--- config.mk ---
export PLATFORM = sky130hd
export DESIGN_NAME = nor_pe_ctrl
export DESIGN_NICKNAME = d
export VERILOG_FILES = /design/src/rtl/nor_pe_pkg.sv /design/src/rtl/nor_bus_cycle.sv /design/src/rtl/nor_poll_eval.sv /design/src/rtl/nor_pe_seq.sv /design/src/rtl/nor_pe_ctrl.sv
export SDC_FILE = /design/constraint.sdc
export NUM_CORES = 1
export LEC_CHECK = 0
export BUFFER_PORTS_ARGS = -buffer_cell sky130_fd_sc_hd__buf_2
export CORE_MARGIN = 4
export CORE_UTILIZATION = 50
export CTS_CLUSTER_DIAMETER = 120
export CTS_CLUSTER_SIZE = 14
export DETAILED_ROUTE_END_ITERATION = 12
export PLACE_DENSITY = 0.7
export SLEW_MARGIN = 0
export SYNTH_ARGS = -nofsm -noshare
export SYNTH_HDL_FRONTEND = slang
export SYNTH_HIERARCHICAL = 1
export SYNTH_SLANG_ARGS = --single-unit
--- constraint.sdc ---
create_clock -name clk -period 3.5 [get_ports clk]
set_clock_uncertainty 0.2 [all_clocks]
set_input_delay 0.525 -clock clk [delete_from_list [all_inputs] [get_ports clk]]
set_output_delay 0.525 -clock clk [all_outputs]
set_load 0.02 [all_outputs]
--- src/rtl/nor_pe_pkg.sv ---
package nor_pe_pkg;
  typedef enum logic [1:0] {
    OP_PROG = 2'd0,
    OP_SECT = 2'd1,
    OP_CHIP = 2'd2,
    OP_BAD  = 2'd3
  } op_e;

  localparam logic [15:0] UNLK_A    = 16'h5555;
  localparam logic [15:0] UNLK_B    = 16'h2AAA;
  localparam logic [7:0]  KEY_1     = 8'hAA;
  localparam logic [7:0]  KEY_2     = 8'h55;
  localparam logic [7:0]  CMD_PROG  = 8'hA0;
  localparam logic [7:0]  CMD_ERASE = 8'h80;
  localparam logic [7:0]  CMD_SECT  = 8'h30;
  localparam logic [7:0]  CMD_CHIP  = 8'h10;
endpackage

--- src/rtl/nor_bus_cycle.sv ---
module nor_bus_cycle #(
  parameter int AW       = 19,
  parameter int WR_PULSE = 3,
  parameter int RD_PULSE = 2,
  parameter int GAP      = 2
) (
  input  logic          clk,
  input  logic          rst,
  input  logic          issue,
  input  logic          is_rd,
  input  logic [AW-1:0] addr,
  input  logic [7:0]    wdata,
  output logic          fl_ce_n,
  output logic          fl_we_n,
  output logic          fl_oe_n,
  output logic [AW-1:0] fl_addr,
  output logic [7:0]    fl_dq_o,
  output logic          fl_dq_oe,
  input  logic [7:0]    fl_dq_i,
  output logic [7:0]    rdata,
  output logic          fin
);
  localparam int MX1 = (WR_PULSE > RD_PULSE) ? WR_PULSE : RD_PULSE;
  localparam int MX  = (MX1 > GAP) ? MX1 : GAP;
  localparam int CW  = $clog2(MX + 1);

  typedef enum logic [1:0] {B_IDLE, B_PULSE, B_GAP} bst_e;
  bst_e          st;
  logic [CW-1:0] cnt;
  logic          rd_q;
  logic [CW-1:0] pulse_last;

  assign pulse_last = rd_q ? CW'(RD_PULSE - 1) : CW'(WR_PULSE - 1);

  always_ff @(posedge clk) begin
    if (rst) begin
      st       <= B_IDLE;
      cnt      <= '0;
      rd_q     <= 1'b0;
      fl_ce_n  <= 1'b1;
      fl_we_n  <= 1'b1;
      fl_oe_n  <= 1'b1;
      fl_addr  <= '0;
      fl_dq_o  <= '0;
      fl_dq_oe <= 1'b0;
      rdata    <= '0;
      fin      <= 1'b0;
    end else begin
      fin <= 1'b0;
      case (st)
        B_IDLE: if (issue) begin
          fl_ce_n  <= 1'b0;
          fl_we_n  <= is_rd;
          fl_oe_n  <= !is_rd;
          fl_addr  <= addr;
          fl_dq_o  <= wdata;
          fl_dq_oe <= !is_rd;
          rd_q     <= is_rd;
          cnt      <= '0;
          st       <= B_PULSE;
        end
        B_PULSE: begin
          if (cnt == pulse_last) begin
            fl_ce_n  <= 1'b1;
            fl_we_n  <= 1'b1;
            fl_oe_n  <= 1'b1;
            fl_dq_oe <= 1'b0;
            if (rd_q) rdata <= fl_dq_i;
            cnt <= '0;
            st  <= B_GAP;
          end else begin
            cnt <= cnt + 1'b1;
          end
        end
        default: begin
          if (cnt == CW'(GAP - 1)) begin
            fin <= 1'b1;
            st  <= B_IDLE;
          end else begin
            cnt <= cnt + 1'b1;
          end
        end
      endcase
    end
  end
endmodule

--- src/rtl/nor_poll_eval.sv ---
module nor_poll_eval (
  input  logic       clk,
  input  logic       rst,
  input  logic       clear,
  input  logic       sample,
  input  logic       toggle_mode,
  input  logic       expect7,
  input  logic [7:0] rdata,
  output logic       ok
);
  logic prev6;
  logic have_prev;

  assign ok = toggle_mode ? (have_prev && (rdata[6] == prev6))
                          : (rdata[7] == expect7);

  always_ff @(posedge clk) begin
    if (rst || clear) begin
      prev6     <= 1'b0;
      have_prev <= 1'b0;
    end else if (sample) begin
      prev6     <= rdata[6];
      have_prev <= 1'b1;
    end
  end
endmodule

--- src/rtl/nor_pe_seq.sv ---
module nor_pe_seq
  import nor_pe_pkg::*;
#(
  parameter int AW        = 19,
  parameter int TMO_PROG  = 1750,
  parameter int TMO_ERASE = 150000000
) (
  input  logic          clk,
  input  logic          rst,
  input  logic          req_valid,
  input  logic [1:0]    req_op,
  input  logic [AW-1:0] req_addr,
  input  logic [7:0]    req_data,
  input  logic          poll_toggle,
  output logic          busy,
  output logic          done,
  output logic          err,
  output logic          issue,
  output logic          is_rd,
  output logic [AW-1:0] cyc_addr,
  output logic [7:0]    cyc_data,
  input  logic          fin,
  input  logic          poll_ok,
  output logic          poll_clear,
  output logic          poll_sample,
  output logic          toggle_q,
  output logic          expect7
);
  localparam int TMAX = (TMO_PROG > TMO_ERASE) ? TMO_PROG : TMO_ERASE;
  localparam int TW   = $clog2(TMAX + 2);

  typedef enum logic [2:0] {S_IDLE, S_WISSUE, S_WWAIT, S_RISSUE, S_RWAIT} st_e;
  st_e           st;
  op_e           op_q;
  logic [AW-1:0] addr_q;
  logic [7:0]    data_q;
  logic [2:0]    widx;
  logic [TW-1:0] tmo_cnt;
  logic [2:0]    last_idx;
  logic [TW-1:0] limit;

  function automatic logic [AW+7:0] step(op_e op, logic [2:0] i,
                                         logic [AW-1:0] a, logic [7:0] d);
    logic [AW-1:0] ua, ub;
    ua = AW'(UNLK_A);
    ub = AW'(UNLK_B);
    case (i)
      3'd0:    step = {ua, KEY_1};
      3'd1:    step = {ub, KEY_2};
      3'd2:    step = (op == OP_PROG) ? {ua, CMD_PROG} : {ua, CMD_ERASE};
      3'd3:    step = (op == OP_PROG) ? {a, d} : {ua, KEY_1};
      3'd4:    step = {ub, KEY_2};
      default: step = (op == OP_SECT) ? {a, CMD_SECT} : {ua, CMD_CHIP};
    endcase
  endfunction

  assign last_idx    = (op_q == OP_PROG) ? 3'd3 : 3'd5;
  assign limit       = (op_q == OP_PROG) ? TW'(TMO_PROG) : TW'(TMO_ERASE);
  assign expect7     = (op_q == OP_PROG) ? data_q[7] : 1'b1;
  assign poll_clear  = (st == S_WWAIT) && fin && (widx == last_idx);
  assign poll_sample = (st == S_RWAIT) && fin;

  always_ff @(posedge clk) begin
    if (rst) begin
      st       <= S_IDLE;
      op_q     <= OP_PROG;
      addr_q   <= '0;
      data_q   <= '0;
      toggle_q <= 1'b0;
      widx     <= '0;
      tmo_cnt  <= '0;
      busy     <= 1'b0;
      done     <= 1'b0;
      err      <= 1'b0;
      issue    <= 1'b0;
      is_rd    <= 1'b0;
      cyc_addr <= '0;
      cyc_data <= '0;
    end else begin
      done  <= 1'b0;
      issue <= 1'b0;
      if ((st == S_RISSUE || st == S_RWAIT) && tmo_cnt != '1)
        tmo_cnt <= tmo_cnt + 1'b1;
      case (st)
        S_IDLE: if (req_valid) begin
          if (req_op == OP_BAD) begin
            done <= 1'b1;
            err  <= 1'b1;
          end else begin
            busy     <= 1'b1;
            op_q     <= op_e'(req_op);
            addr_q   <= req_addr;
            data_q   <= req_data;
            toggle_q <= poll_toggle;
            widx     <= '0;
            st       <= S_WISSUE;
          end
        end
        S_WISSUE: begin
          issue                <= 1'b1;
          is_rd                <= 1'b0;
          {cyc_addr, cyc_data} <= step(op_q, widx, addr_q, data_q);
          st                   <= S_WWAIT;
        end
        S_WWAIT: if (fin) begin
          if (widx == last_idx) begin
            tmo_cnt <= '0;
            st      <= S_RISSUE;
          end else begin
            widx <= widx + 1'b1;
            st   <= S_WISSUE;
          end
        end
        S_RISSUE: begin
          issue    <= 1'b1;
          is_rd    <= 1'b1;
          cyc_addr <= addr_q;
          cyc_data <= '0;
          st       <= S_RWAIT;
        end
        default: if (fin) begin
          if (poll_ok) begin
            done <= 1'b1;
            err  <= 1'b0;
            busy <= 1'b0;
            st   <= S_IDLE;
          end else if (tmo_cnt >= limit) begin
            done <= 1'b1;
            err  <= 1'b1;
            busy <= 1'b0;
            st   <= S_IDLE;
          end else begin
            st <= S_RISSUE;
          end
        end
      endcase
    end
  end
endmodule

--- src/rtl/nor_pe_ctrl.sv ---
module nor_pe_ctrl #(
  parameter int AW        = 19,
  parameter int WR_PULSE  = 3,
  parameter int RD_PULSE  = 2,
  parameter int GAP       = 2,
  parameter int TMO_PROG  = 1750,
  parameter int TMO_ERASE = 150000000
) (
  input  logic          clk,
  input  logic          rst,
  input  logic          req_valid,
  input  logic [1:0]    req_op,
  input  logic [AW-1:0] req_addr,
  input  logic [7:0]    req_data,
  input  logic          poll_toggle,
  output logic          busy,
  output logic          done,
  output logic          err,
  output logic          fl_ce_n,
  output logic          fl_we_n,
  output logic          fl_oe_n,
  output logic [AW-1:0] fl_addr,
  output logic [7:0]    fl_dq_o,
  output logic          fl_dq_oe,
  input  logic [7:0]    fl_dq_i
);
  logic          issue, is_rd, fin, poll_ok, poll_clear, poll_sample;
  logic          toggle_q, expect7;
  logic [AW-1:0] cyc_addr;
  logic [7:0]    cyc_data, rdata;

  nor_pe_seq #(.AW(AW), .TMO_PROG(TMO_PROG), .TMO_ERASE(TMO_ERASE)) u_seq (
    .clk(clk), .rst(rst), .req_valid(req_valid), .req_op(req_op),
    .req_addr(req_addr), .req_data(req_data), .poll_toggle(poll_toggle),
    .busy(busy), .done(done), .err(err), .issue(issue), .is_rd(is_rd),
    .cyc_addr(cyc_addr), .cyc_data(cyc_data), .fin(fin), .poll_ok(poll_ok),
    .poll_clear(poll_clear), .poll_sample(poll_sample),
    .toggle_q(toggle_q), .expect7(expect7)
  );

  nor_bus_cycle #(.AW(AW), .WR_PULSE(WR_PULSE), .RD_PULSE(RD_PULSE), .GAP(GAP)) u_bus (
    .clk(clk), .rst(rst), .issue(issue), .is_rd(is_rd), .addr(cyc_addr),
    .wdata(cyc_data), .fl_ce_n(fl_ce_n), .fl_we_n(fl_we_n), .fl_oe_n(fl_oe_n),
    .fl_addr(fl_addr), .fl_dq_o(fl_dq_o), .fl_dq_oe(fl_dq_oe),
    .fl_dq_i(fl_dq_i), .rdata(rdata), .fin(fin)
  );

  nor_poll_eval u_poll (
    .clk(clk), .rst(rst), .clear(poll_clear), .sample(poll_sample),
    .toggle_mode(toggle_q), .expect7(expect7), .rdata(rdata), .ok(poll_ok)
  );
endmodule

==> Word level (Yosys, flattened, before mapping) <==
Cells that the tools add are included.
{ "totals": {"reg_bits": 143, "inputBits": 41, "output_inout_bits": 34, "elab_cells": 157} }
{ "op_classes": {"addsub": 3, "order_cmp": 1, "eq_ne": 25, "muxes": 66, "bitwise_logic": 2, "n_reduce_logical": 33} }
{ "op_table": {"columns": ["op", "n"], "rows": [
  ["28-bit 2-to-1 mux", 5],
  ["27-bit case mux with 4 select lines", 1],
  ["27-bit 2-to-1 mux", 2],
  ["19-bit case mux with 2 select lines", 1],
  ["3-bit 2-to-1 mux", 10],
  ["28-bit by 1-bit adder with 28-bit output, second input constant", 1],
  ["28-bit greater-or-equal comparator", 1],
  ["28-bit inequality test, second input constant", 1],
  ["1-bit 2-to-1 mux", 24],
  ["2-bit 2-to-1 mux", 9],
  ["1-bit case mux with 2 select lines", 8],
  ["8-bit case mux with 2 select lines", 1],
  ["5-bit AND reduction", 3],
  ["3-bit by 2-bit equality test with 1-bit output, second input constant", 4],
  ["3-bit case mux with 4 select lines", 1],
  ["3-bit AND reduction", 4],
  ["2-bit inequality test, second input constant", 4],
  ["2-bit case mux with 2 select lines", 2],
  ["2-bit nonzero test", 4],
  ["2-bit by 1-bit equality test with 1-bit output, second input constant", 3],
  ["3-bit by 1-bit equality test with 1-bit output, second input constant", 2],
  ["3-bit equality test, second input constant", 2],
  ["3-bit zero test", 2],
  ["6-bit 2-to-1 mux", 1],
  ["other kinds (20)", 34]
]} }

==> Depth between registers and ports, before layout <==
Gate-level depths: netlist (run 1).
{ "logic_depth": {"word_depth": 7, "ltp_mapped": 9, "ltp_nobuf": 9} }

==> By module <==
The synthesis (run 1) kept the hierarchy.
{ "by_module_without_submodules": {"columns": ["mod", "instances", "cells_each", "area_per_inst_um2", "seq_area_each_um2"], "rows": [
  ["nor_pe_seq", 1, 531, 4366.7, 1921.8],
  ["nor_bus_cycle", 1, 212, 1801.7, 900.9],
  ["nor_poll_eval", 1, 10, 96.3, 40.0]
]} }

==> Worst setup path after synthesis (run 1) <==
No wires, ideal clock.
{ "synth_timing": {"kind": "register -> register", "start": "register u_seq.op_q[0]", "end": "register u_seq.busy", "setup_ns": 0.086, "arrival_time_ns": 2.191, "required_time_ns": 3.214, "setup_slack_ns": 1.024, "stages_incl_launch_ff": 10, "path_buffers": 0, "period_less_slack_ns": 2.476, "cell_sequence": "dfxtp_1 > nor2_1 > clkinv_1 > ha_1 > a211oi_1 > o311a_1 > o21a_1 > a31oi_1 > or2_2 > a211oi_1"} }
{ "synth_between": {"elab_chain_cells": 7, "elab_cells_between_ends": 11, "cone_classes": "1 x order compare; 1 x eq/ne; 6 x mux; 3 x reduce/logical"} }
{ "synth_rtl": {"columns": ["item", "line_no", "source"], "rows": [
  ["start, declared", "nor_pe_seq.sv:34", "op_e op_q;"],
  ["start signal, assigned", "nor_pe_seq.sv:91", "op_q <= op_e'(req_op);"],
  ["2-bit zero test *", "nor_pe_seq.sv:58, nor_pe_seq.sv:59", null],
  ["branches (longest 6 deep; another with 28-bit greater-or-equal comparator)", null, null],
  ["end signal, assigned", "nor_pe_seq.sv:90", "busy <= 1'b1;"],
  ["end signal, assigned", "nor_pe_seq.sv:125", "busy <= 1'b0;"],
  ["end signal, assigned", "nor_pe_seq.sv:130", "busy <= 1'b0;"],
  ["end, declared", "nor_pe_seq.sv:15", "output logic busy,"]
]} }
Mark *: on every way between the ends. The select of a mux whose other input is x is not followed.
A chain may end at the register's enable or synchronous reset.

==> Worst setup path after layout (run 1) <==
{ "layout_timing": {"start": "register u_seq.op_q[0]", "end": "register u_seq.err"} }
{ "layout_between": {"elab_chain_cells": 7, "elab_cells_between_ends": 11, "cone_classes": "1 x order compare; 1 x eq/ne; 6 x mux; 3 x reduce/logical"} }
{ "layout_rtl": {"columns": ["item", "line_no", "source"], "rows": [
  ["2-bit zero test *", "nor_pe_seq.sv:58, nor_pe_seq.sv:59", null],
  ["branches (longest 6 deep; another with 28-bit greater-or-equal comparator)", null, null],
  ["end signal, assigned", "nor_pe_seq.sv:88", "err <= 1'b1;"],
  ["end signal, assigned", "nor_pe_seq.sv:124", "err <= 1'b0;"],
  ["end signal, assigned", "nor_pe_seq.sv:129", "err <= 1'b1;"],
  ["end, declared", "nor_pe_seq.sv:17", "output logic err,"]
]} }
Marks and branches as above.

==> results of run 1 <==
[worst max-delay path: stages (launching register included)]
cell	delay [ns]
dfxtp_1	0.34
nor2_1	0.15
clkinv_1	0.24
ha_1	0.40
and4b_1	0.24
and4b_1	0.20
o311ai_0	0.14
a31oi_1	0.32
o21ai_0	0.16
a221oi_1	0.24
[sequential cells by signal (all words and copies together) (netlist names), 2 cells and up]
name and count:
u_bus/cnt 2, u_bus/fl_addr 19, u_bus/fl_dq_o 8, u_bus/rdata 2
u_bus/st 2, u_seq/addr_q 19, u_seq/cyc_addr 19, u_seq/cyc_data 8
u_seq/data_q 8, u_seq/op_q 2, u_seq/st 3, u_seq/tmo_cnt 28
u_seq/widx 3
[cell type report]
class / count / area, um^2 / share of cell area, %
Multi-Input combinational cell: 530 / 3028 / 43.02
Sequential cell: 137 / 2743 / 38.97
Clock buffer: 23 / 478.0 / 6.791
Timing Repair Buffer: 80 / 432.9 / 6.151
Tap cell: 143 / 178.9 / 2.542
Clock inverter: 9 / 113.9 / 1.618
Inverter: 17 / 63.81 / 0.9067
[worst paths after layout]
path	from	endpoint	slack (ns)	depth (start not counted)
setup / recovery	u_seq/op_q[0]	u_seq/err	0.77	9
hold / removal	req_addr[9]	u_seq/addr_q[9]	0.15	3
setup reg to reg	u_seq/op_q[0]	u_seq/err	0.77	9
hold reg to reg	u_bus/fl_dq_o[7]	u_bus/fl_dq_o[7]	0.25	2
[layer usage]
metal	up-vias	GRT usage, %	wire length (um)
met5	-	0	0
met2	138	31.80	6161
met1	2477	29.38	6965
met4	0	8.498	317
li1	2662	-	-
met3	28	5.334	787
[stage by stage]
step | std cells | worst slack [ns] | total power [mW]
4_1_cts | 939 | 0.7597 | 3.765
6_report | 939 | 0.7730 | 3.734
2_1_floorplan | 729 | 1.024 | 1.892
3_5_place_dp | 907 | 0.8084 | 1.989
3_3_place_gp | 907 | 0.9408 | 1.978
5_1_grt | 939 | 0.5306 | 3.893
[power breakdown]
group	leakage [nW]	internal (mW)	total (mW)	switching [mW]
Sequential	1.11	1.61	1.65	0.0373
Clock	0.280	1.11	1.78	0.666
Combinational	1.33	0.109	0.309	0.200
[layout by cell type (no fill, tap or decap), types with 7 or more instances in the layout]
master	count
buf_4	13
xor2_1	22
nor2_1	69
buf_2	67
o211ai_1	10
nor3_1	17
a21oi_1	89
nand3_1	16
inv_1	16
clkbuf_16	17
a22oi_1	7
dfxtp_1	137
o21ai_0	16
nand4_1	14
a221oi_1	11
nand2_1	141
ha_1	12
==> flow_summary.toml, run 1 <==
[run_status]
status = "finished clean"

[drt]
num_vias = 5305
wire_per_inst_um = 15.16
ant_nets = 0
route.detailed.drc = 0
first_iter_violations = 425
drtPass1Iterations = 5
viasPerCell = 5.650
routed_wl_um = 14230

[sta]
setup_viol = 0
fin_crit_sh_pct = 77.91
tightestPinTransition_ns = 1.211
rsz0062_at_grt = "false"
fin_setup_tns_ns = 0
hold_slack_ns = 0.1466
slew_violations = 0
layout_min_cycle_time_ns = 2.727
fmax_mhz = 366.7
slew_headroom_pct = 18.67
hold_viol = 0

[finish]
area_growth_pct = 16.24
nNetsFinal = 836
fin_area_um2 = 7038
diodes = 0
nFillCells = 1055
drive_gt1_share_pct = 15.95
utilization_pct = 60.60

[worst_setup_path]
worst_ep_arrival_time_ns = 2.85
crit_path_end_kind = "flop"
critPathRequiredTime_ns = 3.62
path_max_fanout = 7
start_kind = "flop"
critPathKind = "flop to flop"

[die]
die_area_um2 = 13930
num_rows = 39
coreArea_um2 = 11610
die_w_um = 118.0
start_util_pct = 52.13
io_pins = 75
die_y_um = 118.0

[grt]
overflow = 0
grtUsageTotal_pct = 21.27
grt_pass1_wl_um = 24570
antenna_found_initial = 0
grt_pass1_vias = 5090
grt_max_degree = 68

[clock_tree]
clkSinkCount = 137
cts_setup_buffers = 0
cts_resized = 0
cts_buffers = 17
root_buffer = "clkbuf_16"
cts_tree = "done"
clockBufferDepth = 2
clkTransAtPathRegs_ns = 0.06
cts.hold.buffers_added = 0
clk_latency_ns = 0.41
htree_num_levels = 4

[placed_design]
gp_congestion = 0.9015
placed_area_um2 = 6446
hpwl_um = 9910
io_buffers = 68

[yosys]
netlist_instances = 729
postSynthAreaPerCell_um2 = 8.305
netlist_area_um2 = 6055
syn_nets = 782
ys_warn_count = 6

[job]
maxCapViolations = 0

[power]
vdd_drop_max_uv = 339.4
p_per_area_nw_per_um2 = 530.5
p_leak_nw = 2.721

[min_path]
hold_class = "input port to flop"
Note: power is estimated with default switching activity, not from simulation.
==> run 2: changes to the inputs <==
==> constraint.sdc (replaced) <==
create_clock -name clk -period 2.8 [get_ports clk]
set_clock_uncertainty 0.2 [all_clocks]
set_input_delay 0.42 -clock clk [delete_from_list [all_inputs] [get_ports clk]]
set_output_delay 0.42 -clock clk [all_outputs]
set_load 0.02 [all_outputs]
==> flow_summary.toml, run 2 (synthesis results as in run 1) <==
[grt]
grt_pass1_vias = 4978
grt_util_met3_pct = 4.469
grt_pass1_wl_um = 23680
use_met2_pct = 29.93
top_usage_layer = "met2"
grtUsageTotal_pct = 20.57
grt_max_degree = 70
overflow = 0
antenna_found_initial = 0
grt_use_met1_pct = 29.12

[placed_design]
hpwl_um = 9879
io_buffers = 68
gp_congestion = 0.9312

[sta]
slew_violations = 0
hold_viol = 0
layout_min_cycle_time_ns = 2.493
setup_viol = 0
slew_headroom_pct = 19.97
rsz0062_at_grt = "false"
fmax_mhz = 401.2
tightestPinTransition_ns = 1.191
fin_setup_tns_ns = 0
fin_crit_sh_pct = 89.03

[clock_tree]
cts_setup_buffers = 0
clkSinkCount = 137
clk_latency_ns = 0.42
clkTransAtPathRegs_ns = 0.06
cts_buffers = 17
htree_num_levels = 4
root_buffer = "clkbuf_16"
clockBufferDepth = 2
cts_tree = "done"

[worst_setup_path]
start_kind = "flop"
reg2reg_from = "u_seq/st[2]"
cp_cell_sequence = "or3b_4 -> a2111o_1 -> a311oi_2 -> nand4_1 -> xor2_1 -> nor2_1"
worst_ep_arrival_time_ns = 2.60
path_max_fanout = 9
reg2regPathDepth = 6
critPathKind = "flop to flop"
worst_path_largest_cell_delay_ns = 0.45
crit_path_end_kind = "flop"
cp_slowest_cell = "dfxtp_1"
setup.worst_path.start = "u_seq/st[2]"
critPathRequiredTime_ns = 2.91

[finish]
final_common_cell = "nand2_1"
area_growth_pct = 17.65
diodes = 0
final_cell_mix = "nand2_1, dfxtp_1, a21oi_1"
largest-register = "u_seq/tmo_cnt"
drive_gt1_share_pct = 17.20
utilization_pct = 61.33
largest_register_ffs = 28
nNetsFinal = 848

[run_status]
status = "finished clean"

[die]
start_util_pct = 52.13
num_rows = 39
die_y_um = 118.0
coreArea_um2 = 11610
die_w_um = 118.0
io_pins = 75
die_area_um2 = 13930

[job]
maxCapViolations = 0

[drt]
viasPerCell = 5.711
wire_per_inst_um = 14.99
routed_wl_um = 14260
first_iter_violations = 411
num_vias = 5431
route.detailed.drc = 0
drtPass1Iterations = 5
ant_nets = 0

[min_path]
hp-start = "req_data[7]"
hold_class = "input port to flop"
hold-path-cell-count = 3

[power]
p_per_area_nw_per_um2 = 649.9
p_leak_nw = 2.782
vdd_drop_max_uv = 495.1
==> run 2: cell count changes in the layout (fill, tap and decap cells not counted), sizes merged <==
| cell | delta |
|---|---|
| buf | +12 |
| clkbuf | -1 |
| clkinv | +2 |
| clkinvlp | -1 |
==> run 2: critical path, delay by kind of cell, from the launching register on <==
family	cells	cell delay, ns
compound gates	2	0.90
flops	1	0.45
simple gates	3	0.66
xor+xnor	1	0.17
==> run 2: repair_timing <==
action / 4_1_cts / 5_1_grt
endpoints found under the setup margin: 0 / 1
gates resized for setup: 0 / 1
hold buffers: 0 / 0
==> run 2: final timing paths <==
kind | to | slack (ns)
max | u_seq/tmo_cnt[19] | 0.31
min reg2reg | u_bus/fl_dq_o[6] | 0.25
min | u_seq/data_q[7] | 0.04
max reg2reg | u_seq/tmo_cnt[19] | 0.31
==> run 2: area by class of cell <==
class / instances / area [um^2]
Inverter: 17 / 63.81
Sequential cell: 137 / 2743
Clock buffer: 22 / 454.2
Multi-Input combinational cell: 530 / 3028
Clock inverter: 10 / 120.1
Fill cell: 1037 / 4491
Timing Repair Buffer: 92 / 535.5
Tap cell: 143 / 178.9
==> run 2: layer usage <==
metal,wire (um),vias to the layer above
met4,245,0
met2,6151,168
met1,7105,2560
li1,-,2686
met3,756,17
met5,0,-
==> run 2: through the flow <==
| stage | total power, mW | instances | hold WS (ns) | instance area, um^2 | worst slack, ns |
|---|---|---|---|---|---|
| after floorplan | 2.365 | 729 | 0.2320 | 6055 | 0.3236 |
| after global placement | 2.489 | 919 | 0.2413 | 6549 | 0.2943 |
| after detailed placement | 2.503 | 919 | 0.2432 | 6549 | 0.2008 |
| after CTS | 4.670 | 951 | 0.02089 | 7123 | 0.1297 |
| after global routing | 4.799 | 951 | 0.02856 | 7123 | 0.1380 |
| final | 4.629 | 951 | 0.03948 | 7123 | 0.3072 |
==> run 2: where the power goes <==
part | internal, mW | switching [mW] | total (mW)
clock network | 1.34 | 0.824 | 2.16
logic | 0.151 | 0.256 | 0.407
registers | 2.02 | 0.0459 | 2.06
==> run 3: changes to the inputs <==
--- a/config.mk
+++ b/config.mk
@@ -11,7 +11,7 @@
 export CTS_CLUSTER_DIAMETER = 120
 export CTS_CLUSTER_SIZE = 14
 export DETAILED_ROUTE_END_ITERATION = 12
-export PLACE_DENSITY = 0.7
+export PLACE_DENSITY = 0.73
 export SLEW_MARGIN = 0
 export SYNTH_ARGS = -nofsm -noshare
 export SYNTH_HDL_FRONTEND = slang
==> constraint.sdc (replaced) <==
create_clock -name clk -period 2.1 [get_ports clk]
set_clock_uncertainty 0.2 [all_clocks]
set_input_delay 0.315 -clock clk [delete_from_list [all_inputs] [get_ports clk]]
set_output_delay 0.315 -clock clk [all_outputs]
set_load 0.02 [all_outputs]
==> flow_summary.toml, run 3 (synthesis results as in run 1) <==
[worst_setup_path]
start_kind = "flop"
cp_cell_sequence = "nor2_4 -> clkinv_4 -> ha_4 -> and4b_1 -> and4b_1 -> o311ai_2 -> a31oi_1 -> buf_4 -> buf_6 -> o31ai_1 -> nor3b_2"
crit_path_end_kind = "flop"
timing.critical_path.mode_cell = "and4b_1"
critPathRequiredTime_ns = 2.19
path_max_fanout = 6
critPathKind = "flop to flop"
cp_slowest_cell = "dfxtp_2"
worst_ep_arrival_time_ns = 2.43
worst_path_largest_cell_delay_ns = 0.34

[die]
io_pins = 75
num_rows = 39
die_w_um = 118.0
die_y_um = 118.0
die_area_um2 = 13930
coreArea_um2 = 11610
start_util_pct = 52.13

[grt]
antenna_found_initial = 0
grt_pass1_wl_um = 26250
overflow = 0
grt_pass1_vias = 5448
grt_max_degree = 65
grtUsageTotal_pct = 22.77

[finish]
drive_gt1_share_pct = 28.73
fin_cells = 1041
utilization_pct = 71.00
nFillCells = 885
final_cell_mix = "nand2_1, dfxtp_1, a21oi_1"
area_growth_pct = 36.19
largest-register = "u_seq/tmo_cnt"
largest_register_ffs = 28
final_common_cell = "nand2_1"
diodes = 0
nNetsFinal = 938

[sta]
hold_viol = 0
fmax_mhz = 427.4
slew_headroom_pct = 65.40
layout_min_cycle_time_ns = 2.339
tightestPinTransition_ns = 0.5172
rsz0062_at_grt = "true"
fin_crit_sh_pct = 111.4
worst_slack_ns = -0.2395
slew_violations = 0
setup_viol = 13

[drt]
num_vias = 5848
first_iter_violations = 574
drtPass1Iterations = 7
ant_nets = 0
viasPerCell = 5.618
routed_wl_um = 16230
wire_per_inst_um = 15.59
route.detailed.drc = 0

[placed_design]
dp_slack_ns = -0.3042
gp_congestion = 0.9001
io_buffers = 68
dp_cells = 970
hpwl_um = 11020

[power]
p_leak_nw = 3.294
p_sw_share_pct = 24.86
vdd_drop_max_uv = 614.7
p_sw_mw = 1.608
p_clk_share_pct = 46.4
comb_power_share_pct = 11.1
p_per_area_nw_per_um2 = 784.6
pwr-share-seq_pct = 42.5
intPower_mw = 4.861

[clock_tree]
root_buffer = "clkbuf_16"
cts_buffers = 17
clkSinkCount = 137
clockBufferDepth = 2
cts_tree = "done"
clk_latency_ns = 0.42
htree_num_levels = 4
clkTransAtPathRegs_ns = 0.06

[min_path]
hold_class = "input port to flop"

[job]
maxCapViolations = 0

[run_status]
violations = "setup timing"
status = "complete, but fails checks"
==> run 3: changes by cell type in the layout (fill, tap and decap cells not counted), sizes merged <==
| cell | previous run | this run |
|---|---|---|
| inv | 18 | 20 |
| buf | 92 | 154 |
| clkbuf | 22 | 20 |
| dlygate4sd3 | 0 | 28 |
==> run 3: final cells by class <==
type / count / area [um^2] / share of cell area, %
inverter: 17 / 68.82 / 0.8346
sequential: 137 / 2755 / 33.41
multi-input combinational: 530 / 3299 / 40.02
tap: 143 / 178.9 / 2.170
clock inverter: 12 / 137.6 / 1.669
timing repair buffer: 182 / 1339 / 16.24
clock buffer: 20 / 466.7 / 5.660
==> run 3: critical path, delay by kind of cell (launching register included) <==
family | cells | cell delay (ns)
buf+inv | 3 | 0.34
flops | 1 | 0.34
compound gates | 3 | 0.30
simple gates | 4 | 0.75
fa+ha+maj | 1 | 0.28
==> run 3: power groups by stage <==
| stage | combinational, mW | sequential, mW | clock (mW) |
|---|---|---|---|
| 5_1_grt | 0.785 | 2.76 | 3.15 |
| 3_5_place_dp | 0.603 | 2.80 | 0 |
| 2_1_floorplan | 0.377 | 2.80 | 0 |
| 3_3_place_gp | 0.587 | 2.79 | 0 |
| 6_report | 0.721 | 2.75 | 3.00 |
| 4_1_cts | 0.673 | 2.74 | 3.03 |
==> run 3: per-stage QoR <==
step	hold slack (ns)	setup TNS, ns	area [um^2]	total power, mW
floorplan	0.1859	-0.6182	6120	3.173
global placement	0.2412	-1.091	7023	3.380
detailed placement	0.2427	-2.604	7023	3.401
CTS	0.002804	-1.360	8023	6.447
global route	0.002285	-2.658	8245	6.696
finish	0.02429	-1.362	8245	6.470
==> run 3: repair_timing <==
action,in CTS,in global routing
cloned,1,0
endpoints found under the hold margin,28,0
endpoints found under the setup margin,27,54
setup buffers,5,5
pin swaps,12,21
hold buffers,28,0
resized for setup,19,41
==> run 3: final timing paths <==
path | slack [ns] | startpoint | to | depth (start not counted)
setup / recovery | -0.24 | u_seq/op_q[1] | u_seq/st[1] | 11
hold / removal | 0.02 | fl_dq_i[6] | u_bus/rdata[6] | 3
setup reg to reg | -0.24 | u_seq/op_q[1] | u_seq/st[1] | 11
hold reg to reg | 0.25 | u_bus/fl_addr[1] | u_bus/fl_addr[1] | 2
==> run 3: metal layers <==
metal | wire length (um) | track usage (%) | vias up
met3 | 891 | 5.622 | 31
li1 | - | - | 2868
met5 | 0 | 0 | -
met2 | 7427 | 35.14 | 191
met4 | 339 | 7.546 | 0
met1 | 7573 | 31.22 | 2758
